$ cat config.mk
export PLATFORM = sky130hd
export DESIGN_NAME = sp_jog_ctrl
export DESIGN_NICKNAME = d
export VERILOG_FILES = /design/src/rtl/jog_pkg.sv /design/src/rtl/jog_sync.sv /design/src/rtl/jog_edge_cnt.sv /design/src/rtl/jog_setpoint.sv /design/src/rtl/sp_jog_ctrl.sv
export SDC_FILE = /design/constraint.sdc
export NUM_CORES = 1
export LEC_CHECK = 0
export ABC_AREA = 1
export BUFFER_PORTS_ARGS = -buffer_cell sky130_fd_sc_hd__buf_2
export CAP_MARGIN = 10
export CORE_MARGIN = 3
export CORE_UTILIZATION = 30
export DETAILED_ROUTE_END_ITERATION = 8
export GPL_TIMING_DRIVEN = 0
export SLEW_MARGIN = 10
export SYNTH_ARGS = -nofsm -noshare
export SYNTH_HDL_FRONTEND = slang
export SYNTH_SLANG_ARGS = --single-unit
$ cat constraint.sdc
create_clock -name clk -period 2.2 [get_ports clk]
set_input_delay 0.11 -clock clk [delete_from_list [all_inputs] [get_ports clk]]
set_output_delay 0.11 -clock clk [all_outputs]
set_load 0.02 [all_outputs]
$ cat src/rtl/jog_pkg.sv
package jog_pkg;

  typedef enum logic [1:0] {
    JOG_NONE  = 2'd0,
    JOG_DOWN  = 2'd1,
    JOG_UP    = 2'd2,
    JOG_PANIC = 2'd3
  } jog_cmd_e;

  localparam int unsigned JOG_PANIC_COUNT = 3;

  // Map a saturated edge count onto a command.
  function automatic jog_cmd_e jog_decode(input int unsigned n);
    jog_cmd_e c;
    case (n)
      0:       c = JOG_NONE;
      1:       c = JOG_DOWN;
      2:       c = JOG_UP;
      default: c = JOG_PANIC;
    endcase
    return c;
  endfunction

endpackage

$ cat src/rtl/jog_sync.sv
module jog_sync #(
  parameter int STAGES = 2
) (
  input  logic clk,
  input  logic rst_n,
  input  logic async_in,
  output logic level,
  output logic rise,
  output logic fall
);

  localparam int LAST = STAGES;

  logic [LAST:0] chain;

  always_ff @(posedge clk or negedge rst_n) begin
    if (!rst_n) chain <= '0;
    else        chain <= {chain[LAST-1:0], async_in};
  end

  assign level = chain[LAST-1];
  assign rise  =  chain[LAST-1] & ~chain[LAST];
  assign fall  = ~chain[LAST-1] &  chain[LAST];

endmodule

$ cat src/rtl/jog_edge_cnt.sv
module jog_edge_cnt
  import jog_pkg::*;
#(
  parameter int CNT_W = 2
) (
  input  logic     clk,
  input  logic     rst_n,
  input  logic     pin_level,
  input  logic     pin_rise,
  input  logic     pin_fall,
  input  logic     sclk_fall,
  output logic     cmd_vld,
  output jog_cmd_e cmd
);

  localparam logic [CNT_W-1:0] SAT = CNT_W'(JOG_PANIC_COUNT);

  logic [CNT_W-1:0] cnt;
  logic             cnt_inc;

  assign cnt_inc = pin_level & sclk_fall & (cnt != SAT);

  always_ff @(posedge clk or negedge rst_n) begin
    if (!rst_n)        cnt <= '0;
    else if (pin_rise) cnt <= '0;
    else if (cnt_inc)  cnt <= cnt + 1'b1;
  end

  assign cmd_vld = pin_fall;
  assign cmd     = jog_decode(int'(cnt));

  // the count restarts at each new pulse.
  assert_cnt_clear_R12: assert property (@(posedge clk) disable iff (!rst_n)
    pin_rise |=> (cnt == '0));

  // the count never passes the panic threshold.
  assert_cnt_sat_R7: assert property (@(posedge clk) disable iff (!rst_n)
    (cnt == SAT && !pin_rise) |=> (cnt == SAT));

endmodule

$ cat src/rtl/jog_setpoint.sv
module jog_setpoint
  import jog_pkg::*;
#(
  parameter int SP_W = 5
) (
  input  logic            clk,
  input  logic            rst_n,
  input  logic            jog_en,
  input  logic            cmd_vld,
  input  jog_cmd_e        cmd,
  input  logic [SP_W-1:0] nrm_code,
  input  logic [SP_W-1:0] stop_hi,
  input  logic [SP_W-1:0] stop_lo,
  output logic [SP_W-1:0] work
);

  logic [SP_W-1:0] nrm_q;
  logic            nrm_chg;
  logic            reload;

  // Next working code for a decoded command, with the stops applied.
  function automatic logic [SP_W-1:0] next_code(
    input logic [SP_W-1:0] cur,
    input jog_cmd_e        c,
    input logic [SP_W-1:0] nrm,
    input logic [SP_W-1:0] hi,
    input logic [SP_W-1:0] lo
  );
    logic [SP_W-1:0] r;
    r = cur;
    case (c)
      JOG_DOWN:  if (cur > lo) r = cur - 1'b1;
      JOG_UP:    if (cur < hi) r = cur + 1'b1;
      JOG_PANIC: r = nrm;
      default:   r = cur;
    endcase
    return r;
  endfunction

  assign nrm_chg = (nrm_code != nrm_q);
  assign reload  = !jog_en || nrm_chg;

  always_ff @(posedge clk or negedge rst_n) begin
    if (!rst_n) begin
      nrm_q <= '0;
      work  <= '0;
    end else begin
      nrm_q <= nrm_code;
      if (reload)       work <= nrm_code;
      else if (cmd_vld) work <= next_code(work, cmd, nrm_code, stop_hi, stop_lo);
    end
  end

  assert_up_stop_R8: assert property (@(posedge clk) disable iff (!rst_n)
    (!reload && cmd_vld && cmd == JOG_UP && work >= stop_hi) |=> $stable(work));

  assert_down_stop_R9: assert property (@(posedge clk) disable iff (!rst_n)
    (!reload && cmd_vld && cmd == JOG_DOWN && work <= stop_lo) |=> $stable(work));

  assert_down_step_R5: assert property (@(posedge clk) disable iff (!rst_n)
    (!reload && cmd_vld && cmd == JOG_DOWN && work > stop_lo)
      |=> (work == $past(work) - 1'b1));

  assert_up_step_R6: assert property (@(posedge clk) disable iff (!rst_n)
    (!reload && cmd_vld && cmd == JOG_UP && work < stop_hi)
      |=> (work == $past(work) + 1'b1));

  assert_panic_R7: assert property (@(posedge clk) disable iff (!rst_n)
    (jog_en && cmd_vld && cmd == JOG_PANIC) |=> (work == $past(nrm_code)));

  assert_hold_R4: assert property (@(posedge clk) disable iff (!rst_n)
    (!reload && (!cmd_vld || cmd == JOG_NONE)) |=> $stable(work));

  assert_reload_R10: assert property (@(posedge clk) disable iff (!rst_n)
    (jog_en && nrm_chg) |=> (work == $past(nrm_code)));

endmodule

$ cat src/rtl/sp_jog_ctrl.sv
module sp_jog_ctrl
  import jog_pkg::*;
#(
  parameter int SP_W        = 5,
  parameter int SYNC_STAGES = 2
) (
  input  logic            clk,
  input  logic            rst_n,
  input  logic            jog_en,
  input  logic            ctl_pin,
  input  logic            ser_clk,
  input  logic [SP_W-1:0] nrm_code,
  input  logic [SP_W-1:0] alt_code,
  input  logic [SP_W-1:0] stop_hi,
  input  logic [SP_W-1:0] stop_lo,
  output logic [SP_W-1:0] sp_out
);

  localparam int CNT_W = $clog2(JOG_PANIC_COUNT + 1);

  logic            pin_level, pin_rise, pin_fall;
  logic            sclk_level, sclk_rise, sclk_fall;
  logic            cmd_vld;
  jog_cmd_e        cmd;
  logic [SP_W-1:0] work;

  jog_sync #(.STAGES(SYNC_STAGES)) u_pin_sync (
    .clk(clk), .rst_n(rst_n), .async_in(ctl_pin),
    .level(pin_level), .rise(pin_rise), .fall(pin_fall)
  );

  jog_sync #(.STAGES(SYNC_STAGES)) u_sclk_sync (
    .clk(clk), .rst_n(rst_n), .async_in(ser_clk),
    .level(sclk_level), .rise(sclk_rise), .fall(sclk_fall)
  );

  jog_edge_cnt #(.CNT_W(CNT_W)) u_cnt (
    .clk(clk), .rst_n(rst_n),
    .pin_level(pin_level), .pin_rise(pin_rise), .pin_fall(pin_fall),
    .sclk_fall(sclk_fall), .cmd_vld(cmd_vld), .cmd(cmd)
  );

  jog_setpoint #(.SP_W(SP_W)) u_sp (
    .clk(clk), .rst_n(rst_n), .jog_en(jog_en),
    .cmd_vld(cmd_vld), .cmd(cmd), .nrm_code(nrm_code),
    .stop_hi(stop_hi), .stop_lo(stop_lo), .work(work)
  );

  assign sp_out = jog_en ? work : (pin_level ? alt_code : nrm_code);

  // while the pin is high in jog mode, the output does not move.
  assert_pulse_quiet_R11: assert property (@(posedge clk) disable iff (!rst_n)
    (jog_en && $past(jog_en) && pin_level && $stable(nrm_code)) |-> $stable(sp_out));

  // sclk_level and sclk_rise are not needed by the decode.
  logic unused_sclk;
  assign unused_sclk = sclk_level ^ sclk_rise;

endmodule

==> flow_metrics.env <==
export IMPL_rsz_0062_raised_after_global_routing="no"
export IMPL_ys_warn_count=0
export IMPL_totalPowerFinal_uw=856
export IMPL_ys_top_cells_by_area="dfrtp_1, nand2_1, ha_1"
export IMPL_global_route_peak_usage_layer="met2"
export IMPL_worst_setup_path_end_kind="flop"
export IMPL_report_final_slew_viol_count=0
export IMPL_critical_path_max_stage_delay_ps=400
export IMPL_run_status="finished clean"
export IMPL_route_vias_total=1158
export IMPL_synth_simple_gate_area_share=0.279
export IMPL_fmax_ghz=0.514
export IMPL_antenna_found_initial=0
export IMPL_crit_path_top_delay_cell="dfrtp_1"
export IMPL_maxCapViolCount=0
export IMPL_min_path_type="input port to flop"
export IMPL_finalClockSkew_ps=0.472
export IMPL_num_nets_final=255
export IMPL_dieArea_um2=5180
export IMPL_route_final_wire_length_mm=2.81
export IMPL_grt_first_pass_wirelength_mm=4.82
export IMPL_syn2layout_area_growth_pct=22.0
export IMPL_post_cts_setup_buffer_count=0
export IMPL_grt_util_met1=0.159
export IMPL_fin_util=0.390
export IMPL_synthMostInstantiatedCell="nand2_1"
export IMPL_critical_path_top_cell_by_count="nand2_1"
export IMPL_syn_area_per_cell_um2=7.34
export IMPL_synth_largest_type_area_fraction=0.345
export IMPL_cts_hold_buf=3
export IMPL_grt_use_met2=0.193
export IMPL_synth_area_um2=1310
export IMPL_synthAdderAreaFrac=0.159
export IMPL_period_share=0.884
export IMPL_pin_count_of_the_biggest_net_entering_global_routing=19
export IMPL_floorplan_die_height_um=72.0
export IMPL_antenna_cells_inserted=0
export IMPL_clock_tree_htree_level_count=1
export IMPL_gp_routability_congestion=0.754
export IMPL_dpl_cell_count=256
export IMPL_grt_total_usage=0.116
export IMPL_critical_path_arrival_ps=2090
export IMPL_power_leakage_uw=0.000895
export IMPL_worst_margin_slew_ps=414
export IMPL_dieWidth_um=72.0
export IMPL_drc=0
export IMPL_ir_drop_mv=0.417
export IMPL_cts_sink_count=18
export IMPL_synth_lib_cells_used_distinct=25
export IMPL_timing_max_slew_rel_slack=0.724
export IMPL_detailed_place_hpwl_mm=2.22
export IMPL_grt_met3_usage=0.0222
export IMPL_cts_root_buf="clkbuf_8"
export IMPL_cts_tree="yes"
export IMPL_worst_path_dominant_cell_family="adder cells"
export IMPL_crit_type="flop to flop"
export IMPL_finalHoldWorstSlack_ps=19.9
export IMPL_max_clock_path_buffers=2
export IMPL_via_count_of_the_first_global_routing_pass=1077
export IMPL_power_density_nw_per_um2=537
export IMPL_path_max_fanout=5
export IMPL_finalHoldViolations=0
export IMPL_yosys_mux_area_fraction=0
export IMPL_first_iter_violations=26
export IMPL_fin_crit_period_ps=1940
export IMPL_crit_path_start_kind="flop"
export IMPL_async_flop_share=1.00
export IMPL_synth_fp_nets=219
export IMPL_post_synth_top_area_cell="dfrtp_1"
export IMPL_dominantRegCellSynth="dfrtp_1"
export IMPL_start_util=0.320
export IMPL_final_layout_setup_total_negative_slack_ps=0
export IMPL_tritonroute_pass_1_iters=4
export IMPL_drive_above_1_share=0.202
export IMPL_synth_edf_count=0
export IMPL_post_synth_inst_count=178
export IMPL_worstSkewPairLatency_ps=250
export IMPL_fin_cells=263
export IMPL_cp_required_ps=2350
export IMPL_post_synth_most_frequent_cells="nand2_1, inv_1, dfrtp_1"
export IMPL_yosys_area_share_xor_xnor=0.0268
export IMPL_complex_gate_fraction_of_the_synthesized_area=0.0920
export IMPL_cts_resized=0
export IMPL_coreArea_um2=4090
export IMPL_clk_transition_reported_paths_ps=70
export IMPL_global_route_overflow_total=0
export IMPL_avgRoutedWirePerCell_um=10.7
export IMPL_io_pin_count=30
export IMPL_path_buf_inv=2
export IMPL_io_buffer_count=28
export IMPL_timing_final_setup_violations=0
export IMPL_cts_buffers_inserted=3
export IMPL_largest_family_of_logic_cells_by_synthesized_area="simple AND/OR/NAND/NOR gates"
export IMPL_core_rowCount=23
export IMPL_detail_route_vias_per_cell=4.40
export IMPL_synth_ff_latch_count=18
export IMPL_timing_critical_path_cells="inv_1, ha_1, inv_1, ha_1, a21oi_1, nand2_1, xor2_1, nand2_1, nand2_1, nand2_1, nand2_1"
export IMPL_synth_seq_area_share=0.345
export IMPL_route_antenna_remaining_nets=0
-- cell families after synthesis --
kind of cell             after synthesis
AND/OR/NAND/NOR                       86
adder cells (fa/ha/maj)               16
AO/OA/AOI/OAI                         21
XOR/XNOR                               4
flip-flops                            18
buffers and inverters                 33
-- registers in the layout (all words and copies together) (netlist names) --
name,count
u_sp.work,5
u_sclk_sync.chain,3
u_pin_sync.chain,3
u_cnt.cnt,2
u_sp.nrm_q,5
-- path summary, 6_finish.rpt --
path / from / to / slack (ps) / cells after the start
max reg2reg: u_cnt.cnt[0] / u_sp.work[3] / 260 / 11
min: nrm_code[0] / u_sp.nrm_q[0] / 20 / 1
min in group asynchronous: rst_n / u_sp.nrm_q[4] / 310 / 2
max in group asynchronous: rst_n / u_sp.work[2] / 1600 / 2
min reg2reg: u_pin_sync.chain[0] / u_pin_sync.chain[1] / 350 / 0
max: u_cnt.cnt[0] / u_sp.work[3] / 260 / 11
-- placed cells by master (no fill, tap or decap), types with 3 or more instances in the layout --
cell | Yosys | final
dlygate4sd3_1 | 0 | 3
nand2_1 | 60 | 60
ha_1 | 15 | 15
buf_2 | 1 | 29
inv_1 | 29 | 29
a21oi_1 | 13 | 13
dfrtp_1 | 18 | 18
nor2_1 | 9 | 9
clkbuf_8 | 0 | 4
nor2_2 | 3 | 3
nand3_1 | 9 | 9
-- report_power, final --
group	leakage (uW)	switching [uW]	internal, uW
Sequential	0.000214	19.3	351
Combinational	0.000652	126	90.1
Clock	0.0000288	110	159
-- metrics by stage --
step           worst slack, ps  cell area, um2
3_3_place_gp               241            1510
5_1_grt                   49.5            1590
6_report                   255            1590
3_5_place_dp               242            1510
4_1_cts                    227            1590
2_1_floorplan              444            1310
-- final cells by class --
type	instances	area (um2)
fill	442	2490
multi-input combinational	127	727
sequential	18	450
timing repair buffer	31	170
inverter	31	116
tap	50	62.6
clock buffer	4	55.1
buffer	2	12.5
-- routing by layer --
metal / up-vias / wire length [um]
met4: 0 / 11
met1: 503 / 1370
met3: 2 / 127
met2: 28 / 1300
met5: - / 0
li1: 625 / -
-- worst reg2reg max path: cells and delay by family (launching register included) --
family,cells,cell delay (ps)
simple gates,5,290
fa+ha+maj,2,620
compound gates,1,160
xor+xnor,1,150
buf+inv,2,220
flops,1,400
No activity file was read; power rests on OpenSTA's default activity.
